### config.mk
export PLATFORM = sky130hd
export DESIGN_NAME = spi_sclk_divider
export DESIGN_NICKNAME = d
export VERILOG_FILES = /design/src/rtl/spi_sclk_divider.sv
export SDC_FILE = /design/constraint.sdc
export NUM_CORES = 1
export LEC_CHECK = 0
export ABC_AREA = 1
export BUFFER_PORTS_ARGS = -buffer_cell sky130_fd_sc_hd__buf_4
export CORE_MARGIN = 4
export CORE_UTILIZATION = 56
export CTS_BUF_LIST = sky130_fd_sc_hd__clkbuf_4 sky130_fd_sc_hd__clkbuf_8
export CTS_CLUSTER_DIAMETER = 80
export DETAILED_ROUTE_END_ITERATION = 16
export GPL_TIMING_DRIVEN = 0
export PLACE_DENSITY = 0.89
export REMOVE_ABC_BUFFERS = 1
export SLEW_MARGIN = 20
export SYNTH_ARGS = -nofsm -noshare
export SYNTH_HDL_FRONTEND = slang
export SYNTH_SLANG_ARGS = --single-unit
export TNS_END_PERCENT = 50
### constraint.sdc
create_clock -name clk -period 2.3 [get_ports clk]
set_clock_uncertainty 0.15 [all_clocks]
set_input_delay 0.345 -clock clk [delete_from_list [all_inputs] [get_ports clk]]
set_output_delay 0.345 -clock clk [all_outputs]
set_load 0.1 [all_outputs]
### src/rtl/spi_sclk_divider.sv
module spi_sclk_divider #(
  parameter int DIV_W = 8,
  parameter int EXP_W = 4
) (
  input  logic                         clk,
  input  logic                         rst_n,
  input  logic [DIV_W+EXP_W:0]         clk_ctl,
  input  logic                         cpol,
  input  logic                         run,
  output logic                         sclk,
  output logic                         lead_stb,
  output logic                         trail_stb
);
  localparam int CTL_W   = DIV_W + EXP_W + 1;
  localparam int SEL_BIT = DIV_W + EXP_W;
  localparam int POW_W   = (1 << EXP_W) - 1;
  localparam int CNT_W   = (DIV_W + 1 > POW_W) ? DIV_W + 1 : POW_W;

  logic [CTL_W-1:0] cfg_q;
  logic [CNT_W-1:0] cnt_q, half_m1;
  logic             cpol_q, act_q, sclk_q, lead_q, trail_q;

  wire             lin     = cfg_q[SEL_BIT];
  wire [DIV_W-1:0] div_f   = cfg_q[DIV_W-1:0];
  wire [EXP_W-1:0] exp_f   = cfg_q[SEL_BIT-1:DIV_W];
  wire             bypass  = !lin && (exp_f == '0);
  wire             byp_on  = act_q && bypass;
  wire             at_idle = (sclk_q == cpol_q);
  wire             wrap    = (cnt_q == half_m1);

  assign half_m1 = lin ? CNT_W'(div_f)
                       : (CNT_W'(1) << (exp_f - 1'b1)) - CNT_W'(1);

  always_ff @(posedge clk or negedge rst_n) begin
    if (!rst_n) begin
      cfg_q   <= '0;
      cnt_q   <= '0;
      cpol_q  <= 1'b0;
      act_q   <= 1'b0;
      sclk_q  <= 1'b0;
      lead_q  <= 1'b0;
      trail_q <= 1'b0;
    end else if (!act_q) begin
      cfg_q   <= clk_ctl;
      cpol_q  <= cpol;
      sclk_q  <= cpol;
      cnt_q   <= '0;
      lead_q  <= 1'b0;
      trail_q <= 1'b0;
      act_q   <= run;
    end else begin
      lead_q  <= 1'b0;
      trail_q <= 1'b0;
      if (bypass) begin
        if (!run) act_q <= 1'b0;
      end else if (!run && at_idle) begin
        act_q <= 1'b0;
        cnt_q <= '0;
      end else if (wrap) begin
        cnt_q   <= '0;
        sclk_q  <= ~sclk_q;
        lead_q  <= at_idle;
        trail_q <= !at_idle;
        if (!at_idle && !run) act_q <= 1'b0;
      end else begin
        cnt_q <= cnt_q + 1'b1;
      end
    end
  end

  assign sclk      = byp_on ? (cpol_q ^ clk) : sclk_q;
  assign lead_stb  = byp_on | lead_q;
  assign trail_stb = byp_on | trail_q;

  a_r6_lead_edge: assert property (@(posedge clk) disable iff (!rst_n)
    lead_q |-> (sclk_q != cpol_q) && (sclk_q != $past(sclk_q)));

  a_r6_trail_edge: assert property (@(posedge clk) disable iff (!rst_n)
    trail_q |-> (sclk_q == cpol_q) && (sclk_q != $past(sclk_q)));

  a_r6_single_cycle: assert property (@(posedge clk) disable iff (!rst_n)
    lead_q |=> !lead_q);

  a_r2_idle_quiet: assert property (@(posedge clk) disable iff (!rst_n)
    (!act_q && !$past(act_q)) |-> !lead_q && !trail_q);

  a_r7_cfg_frozen: assert property (@(posedge clk) disable iff (!rst_n)
    $past(act_q) |-> $stable(cfg_q) && $stable(cpol_q));

  a_r8_no_lead_after_stop: assert property (@(posedge clk) disable iff (!rst_n)
    (!run && act_q) |=> !lead_q);
endmodule

==> results_dict.tcl <==
set metrics [dict create \
    synthToLayoutAreaGrowth_pct 35.1 \
    power_switching_mw 0.297 \
    synth_top_area_share 0.338 \
    cp_data_required_time_ns 2.48 \
    synth_top_family_by_area "simple AND/OR/NAND/NOR gates" \
    cts_tree "yes" \
    grt_use_total 0.318 \
    first_iter_violations 493 \
    grt_max_degree 34 \
    drc 0 \
    final_layout_size_suffix_gt1_frac 0.278 \
    rsz0062_at_grt "yes" \
    diodes 0 \
    grt_overflow_total 0 \
    p_clk_frac 0.505 \
    synth_xor_area_frac 0.0467 \
    vias_per_cell 6.23 \
    synth-seq-area-share 0.338 \
    status "finished, violations left" \
    synth_fa_ha_area_frac 0.0103 \
    peakVddDrop_mv 0.508 \
    failed_checks "negative setup slack" \
    portBuffers 19 \
    min_path_type "primary input to flip-flop" \
    p_sw_frac 0.235 \
    p_leak_nw 1.63 \
    avgSynthCellArea_sq_um 6.67 \
    die-area_sq_mm 0.00548 \
    row_count 23 \
    synthMuxAreaShare 0 \
    crit_arrival_ns 2.96 \
    gp_congestion 0.920 \
    die_w_microns 74.0 \
    ys_ff_latch 33 \
    grt_pass1_wl_microns 13100 \
    final_max_slew_viol_count 0 \
    critPathKind "flip-flop to flip-flop" \
    antenna_found_initial 0 \
    path_clk_slew_ns 0.08 \
    syn_area_sq_mm 0.00244 \
    detail-route-antenna-nets 0 \
    dp_hpwl_microns 4210 \
    worstReg2RegStart "cfg_q[8]" \
    setup_viol 22 \
    critPathCaptureType "flip-flop" \
    hold-path-cell-count 2 \
    holdPathEnd "act_q" \
    power.sequential.fraction 0.459 \
    reg2reg_to "lead_q" \
    cpMaxStageDelayCell "dfrtp_1" \
    yosys.area_share.simple 0.444 \
    clk_latency_ns 0.41 \
    intPower_mw 0.967 \
    start_util 0.593 \
    hold_viol 0 \
    reg2reg_depth 14 \
    finalNetCount 447 \
    ios 20 \
    dr.pass1.iters 5 \
    wl_per_cell_microns 17.5 \
    setup_ws_ns -0.472 \
    power.density_cell_area_mw_per_mm2 383 \
    routed_wl_microns 8360 \
    tightest_slew_ns 0.691 \
    p_comb_frac 0.037 \
    fillers 231 \
    drv_cap 0 \
    synth-compound-area-share 0.0723 \
    min_period_over_period 1.21 \
    worst_setup_path_start_kind "flip-flop" \
    syn_inst 366 \
    worstHoldStart "run" \
    synth.top_cells.by_area "dfrtp_1 34%, nand2_1 18%, nand3_1 6.4%" \
    crit_path_cell_trace "inv_2, buf_6, nand2_4, nor2_4, nand2_4, buf_4, nand2_2, inv_2, o21ai_1, nand3_1, nand3b_1, nor3_1, nand4_1, nor2_1" \
    reg2reg_slack_ns -0.47 \
    fmax_ghz 0.361 \
    fp.dieH_microns 74.0 \
    whs_ns 0.00409 \
    dp.cells 425 \
    vias 2977 \
    fp.coreArea_sq_mm 0.00412 \
    cp_slowest_stage_delay_ns 0.40 \
    fin_cells 478 \
    crit_fanout 5 \
    synth_top_area_cell "dfrtp_1" \
    fin_crit_ns 2.77 \
    grt_pass1_vias 2874 \
    yosysWarnings 0 \
    pre_cts_ws_ns -1.33 \
    synth_cell_type_count 31 \
    slew_headroom 0.539 \
]
==> through the flow <==
| stage | total power, mW | setup TNS, ns | util | instance area [sq um] |
|---|---|---|---|---|
| after floorplan | 0.606 | -4.79 | - | 2390 |
| after global placement | 0.638 | -15.71 | 0.630 | 2590 |
| after detailed placement | 0.638 | -16.93 | 0.630 | 2590 |
| after CTS | 1.25 | -3.75 | 0.773 | 3180 |
| after global routing | 1.29 | -8.11 | 0.801 | 3300 |
| final | 1.26 | -6.10 | 0.801 | 3300 |
==> area by class of cell <==
cell class / count / area (sq um) / area share
Timing Repair inverter: 1 / 5.00 / 0.00152
Sequential cell: 33 / 835 / 0.253
Clock inverter: 1 / 7.51 / 0.00228
Inverter: 44 / 173 / 0.0524
Tap cell: 50 / 62.6 / 0.0190
Clock buffer: 10 / 135 / 0.0410
Multi-Input combinational cell: 281 / 1580 / 0.481
Timing Repair Buffer: 58 / 494 / 0.150
==> synthesized netlist by cell type, drive strengths merged <==
cell type and n:
and3 1, a21oi 3, nor2b 1, nand2 124
o22ai 7, xor2 11, inv 43, buf 4
nor3 8, xnor2 2, nand4 15, o21ai 16
dfrtp 33, nor2 37, clkinv 1, clkbuf 6
ha 2, nand3 36, o21bai 3, o211ai 2
nand3b 5, or2 6
==> routing by layer <==
layer  wire (microns)  global-route usage
met5                0                   0
met4              502               0.209
met3              833              0.0757
met2             3930               0.514
met1             3100               0.378
==> state kept, by name, summed over array words and instances, names as in the netlist <==
register  count
cnt_q        15
act_q         1
cpol_q        1
lead_q        1
cfg_q        13
trail_q       1
sclk_q        1
==> power groups by stage <==
stage / logic (mW) / clock network (mW) / registers, mW
after global placement: 0.0321 / 0.0147 / 0.591
after CTS: 0.0449 / 0.623 / 0.580
after detailed placement: 0.0326 / 0.0147 / 0.591
after floorplan: 0.000298 / 0.0147 / 0.591
after global routing: 0.0510 / 0.657 / 0.579
final: 0.0462 / 0.638 / 0.580
==> timing repair <==
action,4_1_cts,5_1_grt
hold buffers,9,0
endpoints found under the setup margin,22,22
resized for setup,40,22
pin swaps,19,16
gates cloned,3,0
endpoints found under the hold margin,41,0
buffers inserted,29,2
==> kinds of logic after synthesis <==
kind of cell	Yosys count
buffers and inverters	54
flip-flops	33
adder cells (fa/ha/maj)	2
XOR/XNOR	13
AO/OA/AOI/OAI	31
AND/OR/NAND/NOR	233
==> worst max-delay path: cells and delay by family (launching register included) <==
family                 cells  cell delay, ns
buffers and inverters      4            0.42
AND/OR/NAND/NOR            9            1.51
AO/OA/AOI/OAI              1            0.22
flip-flops                 1            0.40
==> worst max-delay path by stage <==
stage                   start     end  slack [ns]  depth (start not counted)
floorplan               act_q    sclk       -2.19                          4
global placement        act_q    sclk       -1.28                          5
detailed placement      act_q    sclk       -1.33                          5
CTS                  cfg_q[9]  sclk_q       -0.25                         17
global route        cfg_q[11]  lead_q       -0.53                         11
finish               cfg_q[8]  lead_q       -0.47                         14
==> cell usage in the layout, fill, tap and decap left out, drive strengths merged, types with 6 or more instances in the layout <==
master,Yosys,layout
inv,43,42
dlygate4sd3,0,9
nor3,8,8
clkbuf,6,9
nor2,37,37
nand3,36,37
dfrtp,33,33
or2,6,6
xor2,11,11
nand4,15,15
o22ai,7,7
buf,4,50
o21ai,16,16
nand2,124,125
Power figures use the tool's default switching activity.
